<file path="config.mk">
export PLATFORM = sky130hd
export DESIGN_NAME = sram_ctl
export DESIGN_NICKNAME = d
export VERILOG_FILES = /design/src/rtl/sram_ctl_pkg.sv /design/src/rtl/sram_ctl_wait.sv /design/src/rtl/sram_ctl_seq.sv /design/src/rtl/sram_ctl_dp.sv /design/src/rtl/sram_ctl.sv
export SDC_FILE = /design/constraint.sdc
export NUM_CORES = 1
export LEC_CHECK = 0
export BUFFER_PORTS_ARGS = -buffer_cell sky130_fd_sc_hd__buf_2
export CAP_MARGIN = 15
export CORE_MARGIN = 8
export CORE_UTILIZATION = 55
export DETAILED_ROUTE_END_ITERATION = 8
export PLACE_DENSITY = 0.92
export SLEW_MARGIN = 20
export SYNTH_ARGS = -nofsm -noshare
export SYNTH_HDL_FRONTEND = slang
export SYNTH_HIERARCHICAL = 1
export SYNTH_SLANG_ARGS = --single-unit
export TNS_END_PERCENT = 30
</file>
<file path="constraint.sdc">
create_clock -name clk -period 4.7 [get_ports clk]
set_input_delay 0.235 -clock clk [delete_from_list [all_inputs] [get_ports clk]]
set_output_delay 0.235 -clock clk [all_outputs]
set_load 0.02 [all_outputs]
</file>
<file path="src/rtl/sram_ctl_pkg.sv">
// Package: shared state type and cycle-rounding helpers for the SRAM controller.
// Assumes all times are given in picoseconds as positive integers.
package sram_ctl_pkg;

    typedef enum logic [2:0] {
        ST_PWR,
        ST_IDLE,
        ST_WR,
        ST_RD,
        ST_RET,
        ST_REC
    } seq_state_t;

    // Round a time up to whole clock cycles, never below one cycle.
    function automatic int unsigned cyc_of(input int unsigned t_ps, input int unsigned clk_ps);
        int unsigned c;
        c = (t_ps + clk_ps - 1) / clk_ps;
        return (c == 0) ? 1 : c;
    endfunction

    function automatic int unsigned imax(input int unsigned a, input int unsigned b);
        return (a > b) ? a : b;
    endfunction

endpackage

</file>
<file path="src/rtl/sram_ctl_wait.sv">
// Module: down-counting wait timer used for power-up and recovery intervals.
// Loads RST_VAL in reset, reloads on load, counts to zero and holds there.
module sram_ctl_wait #(
    parameter int W       = 16,
    parameter int RST_VAL = 100
) (
    input  logic         clk,
    input  logic         rst_n,
    input  logic         load,
    input  logic [W-1:0] load_val,
    output logic         zero
);
    logic [W-1:0] cnt;

    // Count down toward zero; reset starts the power-up interval.
    always_ff @(posedge clk) begin
        if (!rst_n)
            cnt <= W'(RST_VAL);
        else if (load)
            cnt <= load_val;
        else if (cnt != '0)
            cnt <= cnt - 1'b1;
    end

    assign zero = (cnt == '0);
endmodule

</file>
<file path="src/rtl/sram_ctl_seq.sv">
// Module: access sequencer. It owns the strobes, the bus-drive enable and the done pulse.
// Assumes req is a single-cycle pulse; it samples requests only in the idle state.
module sram_ctl_seq
    import sram_ctl_pkg::*;
#(
    parameter int HZ_C   = 1,
    parameter int WLOW_C = 2,
    parameter int WTOT_C = 2,
    parameter int RD_C   = 2,
    parameter int REC_C  = 20000,
    parameter int PW     = 2,
    parameter int TW     = 15
) (
    input  logic          clk,
    input  logic          rst_n,
    input  logic          req,
    input  logic          req_wr,
    input  logic          ret_req,
    input  logic          tmr_zero,
    output logic          tmr_load,
    output logic [TW-1:0] tmr_val,
    output logic          accept,
    output logic          capture,
    output logic          done,
    output logic          ce_n,
    output logic          oe_n,
    output logic          we_n,
    output logic          dq_oe
);
    localparam logic [PW-1:0] HZ_END  = PW'(HZ_C - 1);
    localparam logic [PW-1:0] LOW_END = PW'(WLOW_C - 1);
    localparam logic [PW-1:0] WR_END  = PW'(WTOT_C - 1);
    localparam logic [PW-1:0] RD_END  = PW'(RD_C - 1);

    seq_state_t    state;
    logic [PW-1:0] ph;

    // Decode the handshake points that the datapath and timer use.
    always_comb begin
        accept   = (state == ST_IDLE) && !ret_req && req;
        capture  = (state == ST_RD) && (ph == RD_END);
        tmr_load = (state == ST_RET) && !ret_req;
        tmr_val  = TW'(REC_C);
    end

    // Step the state, the phase counter and the registered strobes.
    always_ff @(posedge clk) begin
        if (!rst_n) begin
            state <= ST_PWR;
            ph    <= '0;
            done  <= 1'b0;
            ce_n  <= 1'b1;
            oe_n  <= 1'b1;
            we_n  <= 1'b1;
            dq_oe <= 1'b0;
        end else begin
            done <= 1'b0;
            case (state)
                ST_PWR: if (tmr_zero) state <= ST_IDLE;
                ST_IDLE: begin
                    if (ret_req) begin
                        ce_n  <= 1'b1;
                        oe_n  <= 1'b1;
                        state <= ST_RET;
                    end else if (req) begin
                        ce_n  <= 1'b0;
                        oe_n  <= 1'b0;
                        we_n  <= !req_wr;
                        ph    <= '0;
                        state <= req_wr ? ST_WR : ST_RD;
                    end else begin
                        ce_n <= 1'b1;
                        oe_n <= 1'b1;
                    end
                end
                ST_WR: begin
                    ph <= ph + 1'b1;
                    if (ph == HZ_END) dq_oe <= 1'b1;
                    if (ph == LOW_END) begin
                        we_n  <= 1'b1;
                        dq_oe <= 1'b0;
                    end
                    if (ph == WR_END) begin
                        done  <= 1'b1;
                        state <= ST_IDLE;
                    end
                end
                ST_RD: begin
                    ph <= ph + 1'b1;
                    if (ph == RD_END) begin
                        done  <= 1'b1;
                        state <= ST_IDLE;
                    end
                end
                ST_RET: if (!ret_req) state <= ST_REC;
                ST_REC: if (tmr_zero) state <= ST_IDLE;
                default: state <= ST_IDLE;
            endcase
        end
    end
endmodule

</file>
<file path="src/rtl/sram_ctl_dp.sv">
// Module: address, write-data and read-capture registers.
// Assumes accept and capture never coincide.
module sram_ctl_dp #(
    parameter int AW = 20,
    parameter int DW = 4
) (
    input  logic          clk,
    input  logic          rst_n,
    input  logic          accept,
    input  logic          capture,
    input  logic [AW-1:0] req_addr,
    input  logic [DW-1:0] req_wdata,
    input  logic [DW-1:0] mem_dq_in,
    output logic [AW-1:0] mem_addr,
    output logic [DW-1:0] mem_dq_out,
    output logic [DW-1:0] rd_data
);
    // Latch the request fields when an access is accepted.
    always_ff @(posedge clk) begin
        if (!rst_n) begin
            mem_addr   <= '0;
            mem_dq_out <= '0;
        end else if (accept) begin
            mem_addr   <= req_addr;
            mem_dq_out <= req_wdata;
        end
    end

    // Sample the bus on the final edge of a read.
    always_ff @(posedge clk) begin
        if (!rst_n)
            rd_data <= '0;
        else if (capture)
            rd_data <= mem_dq_in;
    end
endmodule

</file>
<file path="src/rtl/sram_ctl.sv">
// Module: top of the asynchronous SRAM controller.
// Converts picosecond limits into cycle counts and wires the timer, sequencer and datapath together.
// Assumes a single-cycle req pulse and a clock period of CLK_PS.
module sram_ctl
    import sram_ctl_pkg::*;
#(
    parameter int AW        = 20,
    parameter int DW        = 4,
    parameter int CLK_PS    = 10000,
    parameter int T_AA_PS   = 12000,
    parameter int T_RC_PS   = 12000,
    parameter int T_PWE_PS  = 8000,
    parameter int T_SD_PS   = 6000,
    parameter int T_HZWE_PS = 6000,
    parameter int T_WC_PS   = 12000,
    parameter int T_PWR_PS  = 1000000,
    parameter int T_REC_PS  = 200000000
) (
    input  logic          clk,
    input  logic          rst_n,
    input  logic          req,
    input  logic          req_wr,
    input  logic [AW-1:0] req_addr,
    input  logic [DW-1:0] req_wdata,
    input  logic          ret_req,
    output logic          done,
    output logic [DW-1:0] rd_data,
    output logic [AW-1:0] mem_addr,
    output logic          mem_ce_n,
    output logic          mem_oe_n,
    output logic          mem_we_n,
    output logic [DW-1:0] mem_dq_out,
    output logic          mem_dq_oe,
    input  logic [DW-1:0] mem_dq_in
);
    localparam int HZ_C   = cyc_of(T_HZWE_PS, CLK_PS);
    localparam int SD_C   = cyc_of(T_SD_PS, CLK_PS);
    localparam int PWE_C  = cyc_of(T_PWE_PS, CLK_PS);
    localparam int WC_C   = cyc_of(T_WC_PS, CLK_PS);
    localparam int AA_C   = cyc_of(T_AA_PS, CLK_PS);
    localparam int RC_C   = cyc_of(T_RC_PS, CLK_PS);
    localparam int PWR_C  = cyc_of(T_PWR_PS, CLK_PS);
    localparam int REC_C  = cyc_of(T_REC_PS, CLK_PS);
    localparam int WLOW_C = imax(PWE_C, HZ_C + SD_C);
    localparam int WTOT_C = imax(WLOW_C, WC_C);
    localparam int RD_C   = imax(AA_C, RC_C);
    localparam int TW     = $clog2(imax(PWR_C, REC_C) + 1);
    localparam int PW     = $clog2(imax(WTOT_C, RD_C) + 1);

    logic          accept, capture, tmr_load, tmr_zero;
    logic [TW-1:0] tmr_val;

    sram_ctl_wait #(.W(TW), .RST_VAL(PWR_C)) u_wait (
        .clk(clk), .rst_n(rst_n), .load(tmr_load), .load_val(tmr_val), .zero(tmr_zero)
    );

    sram_ctl_seq #(
        .HZ_C(HZ_C), .WLOW_C(WLOW_C), .WTOT_C(WTOT_C), .RD_C(RD_C),
        .REC_C(REC_C), .PW(PW), .TW(TW)
    ) u_seq (
        .clk(clk), .rst_n(rst_n), .req(req), .req_wr(req_wr), .ret_req(ret_req),
        .tmr_zero(tmr_zero), .tmr_load(tmr_load), .tmr_val(tmr_val),
        .accept(accept), .capture(capture), .done(done),
        .ce_n(mem_ce_n), .oe_n(mem_oe_n), .we_n(mem_we_n), .dq_oe(mem_dq_oe)
    );

    sram_ctl_dp #(.AW(AW), .DW(DW)) u_dp (
        .clk(clk), .rst_n(rst_n), .accept(accept), .capture(capture),
        .req_addr(req_addr), .req_wdata(req_wdata), .mem_dq_in(mem_dq_in),
        .mem_addr(mem_addr), .mem_dq_out(mem_dq_out), .rd_data(rd_data)
    );
endmodule

</file>
==> impl_metrics.py, run 1 <==
metrics = {
    "final_layout": {
        "drive_above_1_share_pct": 26.33,
        "diodes": 0,
        "layout_commonest_cell": "buf_2",
        "areaGrowthSynthToFinish_pct": 14.51,
        "mostFrequentLayoutCells": "buf_2 (65), dfxtp_1 (52), nor2b_1 (29), mux2i_1 (28), nand2_1 (17)",
        "layout.nets": 354,
    },
    "clocking": {
        "cts_buffers": 5,
        "tritoncts": "done",
        "cts_resized": 0,
        "cts_root_buffer": "clkbuf_8",
        "cts.htree.levels": 2,
        "clock_sinks": 52,
        "cts-hold-fix-buffers": 0,
        "insertion_delay_ns": 0.29,
        "cts_buffer_depth": 2,
        "clk_pin_slew_worst_paths_ns": 0.09,
        "cts_setup_buffers": 0,
    },
    "sta": {
        "worst_slew_pin_slew_ns": 0.6722,
        "fin_skew_ns": 0.002674,
        "setup_viol": 0,
        "rsz0062_at_grt": "false",
        "fin_ws_ns": 2.306,
        "relSlewSlack_pct": 55.12,
        "hold_slack_ns": 0.1987,
        "fmax_mhz": 417.6,
        "slew_violations": 0,
        "finalCriticalPeriod_ns": 2.394,
        "fin_crit_sh_pct": 50.95,
        "finalHoldViolations": 0,
        "final.setup.tns_ns": 0,
    },
    "logic_synthesis": {
        "yosysUniqueCellTypes": 54,
        "ys.warnings.count": 6,
        "synth.top_cell.area_share_pct": 41.33,
        "syn_inst": 259,
        "syn_area_per_cell_um2": 9.725,
        "synth_top_area_cell": "dfxtp_1",
        "ys_seq_elements": 52,
        "synth_area_leaders": "dfxtp_1 (41%), mux2i_1 (11%), nor2b_1 (7.2%)",
        "synth-async-reset-ratio_pct": 0,
        "synth-main-ff-cell": "dfxtp_1",
        "seq_area_frac_synth_pct": 41.33,
        "synth_edf_count": 0,
        "netlist_area_mm2": 0.002519,
    },
    "power_and_ir_drop": {
        "ir_drop_mv": 0.1399,
        "p_leak_nw": 1.161,
        "p_per_area_mw_per_mm2": 291.1,
        "finalPower_mw": 0.8394,
    },
    "critical_path": {
        "cp_max_fo": 6,
        "reg2reg_depth": 8,
        "path_class": "register to register",
        "crit_slowest_cell": "nor4b_1",
        "critPathCapture": "u_seq/state[0]",
        "reg2reg_from": "u_wait/cnt[0]",
        "r2r_end": "u_seq/state[0]",
        "r2r_setup_slack_ns": 2.31,
        "cp_common_cell": "inv_1",
        "crit_required_ns": 4.94,
        "slowest_delay_ns": 0.56,
        "cp-end-kind": "register",
        "cp.arrival_ns": 2.64,
        "cp_cell_sequence": "inv_1, ha_1, nor4b_1, nand4_1, inv_1, inv_1, o21ai_0, o221a_2",
        "crit_path_start_kind": "register",
        "worstSetupStartpoint": "u_wait/cnt[0]",
    },
    "placement": {
        "pre_cts_slack_ns": 2.432,
        "portBuffers": 65,
        "hpwl_um": 3757,
        "gp_congestion": 0.7769,
    },
    "global_route": {
        "antenna_found_initial": 0,
        "grt_max_degree": 49,
        "grt_remaining_overflow": 0,
        "grt.total_usage_pct": 14.51,
        "grt_pass1_vias": 1872,
        "grt_pass1_wl_um": 8687,
    },
    "floorplanning": {
        "core_area_mm2": 0.004384,
        "die_h_um": 83.67,
        "io_pins": 66,
        "initial_core_util_pct": 57.45,
        "rows": 24,
        "die_area_mm2": 0.007001,
        "die_w_um": 83.67,
    },
    "routing": {
        "routed_wl_um": 5128,
        "antenna_left": 0,
        "wl_per_cell_um": 13.82,
        "vias_per_cell": 5.216,
        "via_count": 1935,
        "drc_errors": 0,
        "drt_iter0_markers": 99,
        "dr.pass1.iters": 4,
    },
    "run": {
        "max_cap_viol_count": 0,
    },
    "run_status": {
        "status": "complete, no violations",
    },
    "hold_path": {
        "hp-class": "input pin to register",
    },
}
## area by class of cell
type	count	area (um^2)
clock buffer	7	96.34
clock inverter	1	30.03
fill	343	1500
inverter	11	41.29
multi-input combinational	182	1277
sequential	52	1041
tap	52	65.06
timing repair buffer	66	332.8
## where the power goes
| group | switching [mW] | internal, mW |
|---|---|---|
| sequential | 0.0112 | 0.447 |
| combinational | 0.0279 | 0.0282 |
| clock | 0.137 | 0.188 |
| total | 0.176 | 0.663 |
## critical path: cells and delay by family, from the launching register on
family	cells	cell delay [ns]
simple gates	2	0.89
compound gates	2	0.40
buf+inv	3	0.38
flops	1	0.35
fa+ha+maj	1	0.32
## registers in the layout, summed over array words and instances (netlist names)
signal / cells
u_dp/mem_addr: 20
u_wait/cnt: 15
u_seq/dq_oe: 1
u_seq/done: 1
u_seq/state: 3
u_seq/ph: 2
u_seq/oe_n: 1
u_dp/mem_dq_out: 4
u_dp/rd_data: 4
u_seq/we_n: 1
## logic make-up (layout without fill, tap and decap cells)
| logic type | after synthesis | after routing | share of synthesized area [%] |
|---|---|---|---|
| multiplexers | 28 | 28 | 11.13 |
| AND/OR/NAND/NOR | 95 | 95 | 23.50 |
| AO/OA/AOI/OAI | 34 | 34 | 9.688 |
| other | 2 | 15 | 0.2982 |
| adder cells (fa/ha/maj) | 3 | 3 | 1.490 |
| buffers and inverters | 38 | 85 | 10.13 |
| XOR/XNOR | 7 | 7 | 2.434 |
| flip-flops | 52 | 52 | 41.33 |
## worst min path at each step
| stage | startpoint | end | cells past startpoint |
|---|---|---|---|
| floorplan | rst_n | u_dp/mem_addr[17] | 1 |
| global placement | u_seq/we_n | u_seq/we_n | 2 |
| detailed placement | u_seq/we_n | u_seq/we_n | 2 |
| CTS | req_addr[8] | u_dp/mem_addr[8] | 3 |
| global route | req_addr[0] | u_dp/mem_addr[0] | 3 |
| finish | req_addr[19] | u_dp/mem_addr[19] | 3 |
## metrics by stage
step / utilization, % / cell area [um^2] / std cells
detailed placement: 62.90 / 2758 / 363
finish: 65.78 / 2884 / 371
floorplan: - / 2567 / 272
CTS: 65.78 / 2884 / 371
global placement: 62.90 / 2758 / 363
global route: 65.78 / 2884 / 371
## synthesized netlist by cell type (3+ instances only)
cell type / count
mux2i_1: 28
inv_1: 11
buf_2: 3
ha_1: 3
buf_4: 16
and3_1: 3
nor2b_1: 29
a21oi_1: 5
clkbuf_1: 3
nor3_1: 4
nand2_1: 17
nor2_1: 9
nand4_1: 3
nor3b_1: 4
o21ai_0: 8
nand3_1: 8
xor2_1: 4
dfxtp_1: 52
xnor2_1: 3
o311ai_0: 3
## metal layers
layer	track usage (%)	part of all wire [%]	vias to the layer above
li1	-	-	993
met1	17.39	45	876
met2	23.16	46	62
met3	5.664	8.0	4
met4	4.553	1.1	0
met5	0	0	-
Note: power is estimated with default switching activity, not from simulation.
==> run 2: changes to the inputs <==
--- a/config.mk
+++ b/config.mk
@@ -8,9 +8,9 @@
 export BUFFER_PORTS_ARGS = -buffer_cell sky130_fd_sc_hd__buf_2
 export CAP_MARGIN = 15
 export CORE_MARGIN = 8
-export CORE_UTILIZATION = 55
+export CORE_UTILIZATION = 52
 export DETAILED_ROUTE_END_ITERATION = 8
-export PLACE_DENSITY = 0.92
+export PLACE_DENSITY = 0.88
 export SLEW_MARGIN = 20
 export SYNTH_ARGS = -nofsm -noshare
 export SYNTH_HDL_FRONTEND = slang
==> constraint.sdc (replaced) <==
create_clock -name clk -period 2.45 [get_ports clk]
set_input_delay 0.1225 -clock clk [delete_from_list [all_inputs] [get_ports clk]]
set_output_delay 0.1225 -clock clk [all_outputs]
set_load 0.02 [all_outputs]
==> run 2 against run 1 <==
Against the previous run:
- non-clock buffer count is 3 higher
- die area is 4.7% higher
- clock power is 110% higher
- count of clock-buffer cells in the layout is 2 lower
- via count is 0.10% higher
- cell count is 1.3% higher
- wire length is 1.1% higher
- first-iteration DRC count is 10% higher
- global-route usage is 0.43 points lower
- worst hold slack worse by 0.12 ns
- worst setup slack worse by 1.9 ns
- critical endpoint unchanged
- highest routed layer unchanged
==> impl_metrics.py, run 2 (synthesis results as in run 1) <==
metrics = {
    "final_layout": {
        "top_regs": "u_dp/mem_addr x20, u_wait/cnt x15",
        "largest_register_ff_count": 20,
        "top_register": "u_dp/mem_addr",
        "fillers": 393,
        "drive_above_1_share_pct": 27.02,
        "diodes": 0,
        "layout_commonest_cell": "buf_2",
        "layout.nets": 357,
        "mostFrequentLayoutCells": "buf_2 (65), dfxtp_1 (52), nor2b_1 (29), mux2i_1 (28), nand2_1 (17)",
        "areaGrowthSynthToFinish_pct": 16.19,
    },
    "sta": {
        "hold_slack_ns": 0.07430,
        "finalCriticalPeriod_ns": 2.077,
        "fmax_mhz": 481.4,
        "setup_viol": 0,
        "fin_crit_sh_pct": 84.79,
        "final.setup.tns_ns": 0,
        "relSlewSlack_pct": 63.85,
        "fin_skew_ns": 0.005531,
        "worst_slew_pin_slew_ns": 0.5382,
        "slew_violations": 0,
        "rsz0062_at_grt": "false",
        "finalHoldViolations": 0,
    },
    "run_status": {
        "status": "complete, no violations",
    },
    "power_and_ir_drop": {
        "p_leak_nw": 1.186,
        "p_per_area_mw_per_mm2": 576.3,
        "ir_drop_mv": 0.2818,
    },
    "clocking": {
        "cts-hold-fix-buffers": 0,
        "cts_resized": 0,
        "insertion_delay_ns": 0.30,
        "cts_buffers": 5,
        "tritoncts": "done",
        "clock_sinks": 52,
        "cts.htree.levels": 2,
        "cts_root_buffer": "clkbuf_8",
        "cts_buffer_depth": 2,
        "clk_pin_slew_worst_paths_ns": 0.09,
        "cts_setup_buffers": 0,
    },
    "routing": {
        "antenna_left": 0,
        "via_count": 1937,
        "drc_errors": 0,
        "wl_per_cell_um": 13.78,
        "drt_iter0_markers": 109,
        "dr.pass1.iters": 4,
        "vias_per_cell": 5.152,
        "routed_wl_um": 5183,
    },
    "floorplanning": {
        "die_w_um": 85.60,
        "die_h_um": 85.60,
        "io_pins": 66,
        "die_area_mm2": 0.007327,
        "rows": 25,
        "initial_core_util_pct": 53.68,
        "core_area_mm2": 0.004692,
    },
    "global_route": {
        "grt_remaining_overflow": 0,
        "grt.total_usage_pct": 14.08,
        "grt_pass1_vias": 1867,
        "antenna_found_initial": 0,
        "grt_max_degree": 48,
        "grt_busiest_layer": "met2",
        "grt_use_met3_pct": 5.444,
        "use_met1_pct": 15.73,
        "met2_usage_pct": 23.48,
        "grt_pass1_wl_um": 8459,
    },
    "placement": {
        "gp_congestion": 0.8470,
        "portBuffers": 65,
        "hpwl_um": 3904,
    },
    "run": {
        "max_cap_viol_count": 0,
    },
    "hold_path": {
        "hp-class": "input pin to register",
    },
    "critical_path": {
        "cp_max_fo": 6,
        "cp.arrival_ns": 2.34,
        "path_class": "register to register",
        "crit_path_start_kind": "register",
        "crit_required_ns": 2.71,
        "cp-end-kind": "register",
    },
}
run 2: changes by cell type in the layout (fill, tap and decap cells not counted):
| cell | change |
|---|---|
| inv_6 | +1 |
| buf_4 | +3 |
| nor4b_2 | +1 |
| inv_2 | -1 |
| clkbuf_8 | -2 |
| inv_1 | +1 |
| nor4b_1 | -1 |
| bufinv_16 | +1 |
run 2: final cells by class:
type / count / area, um^2 / share of cell area (%)
Multi-Input combinational cell: 182 / 1284 / 43.86
Sequential cell: 52 / 1041 / 35.57
Timing Repair Buffer: 69 / 355.3 / 12.14
Clock buffer: 5 / 68.82 / 2.351
Clock inverter: 3 / 68.82 / 2.351
Tap cell: 54 / 67.56 / 2.309
Inverter: 11 / 41.29 / 1.411
run 2: metal layers:
metal  part of all wire (%)  vias up
met4                    1.7        0
met3                    8.5        8
met2                     45       63
met1                     45      868
met5                      0        -
li1                       -      998
run 2: worst max-delay path, cell delays in order, from the launching register on:
cell and delay (ns):
dfxtp_1 0.36, inv_1 0.08, ha_1 0.28, nor4b_2 0.38
nand4_1 0.27, inv_1 0.24, inv_1 0.06, o21ai_0 0.15
o221a_2 0.20
run 2: per-stage QoR:
step	utilization (%)	total power [mW]	area [um^2]	cells	worst slack, ns
2_1_floorplan	-	0.9798	2567	272	0.5559
3_3_place_gp	59.31	1.003	2783	368	0.3867
3_5_place_dp	59.31	1.009	2783	368	0.1972
4_1_cts	62.24	1.700	2920	376	0.1718
5_1_grt	62.37	1.743	2927	376	0.1713
6_report	62.37	1.687	2927	376	0.3728
run 2: path summary, 6_finish.rpt:
path                                    start           endpoint  slack [ns]  cells past startpoint
worst max-delay path            u_wait/cnt[1]     u_seq/state[0]        0.37                      8
worst min-delay path             req_addr[18]  u_dp/mem_addr[18]        0.07                      3
worst max register to register  u_wait/cnt[1]     u_seq/state[0]        0.37                      8
worst min register to register     u_seq/we_n         u_seq/we_n        0.49                      2
run 2: power breakdown:
part	internal [mW]	total [mW]	switching (mW)	leakage, nW
Clock	0.411	0.694	0.283	0.0687
Sequential	0.858	0.881	0.0224	0.420
Combinational	0.0560	0.112	0.0562	0.697
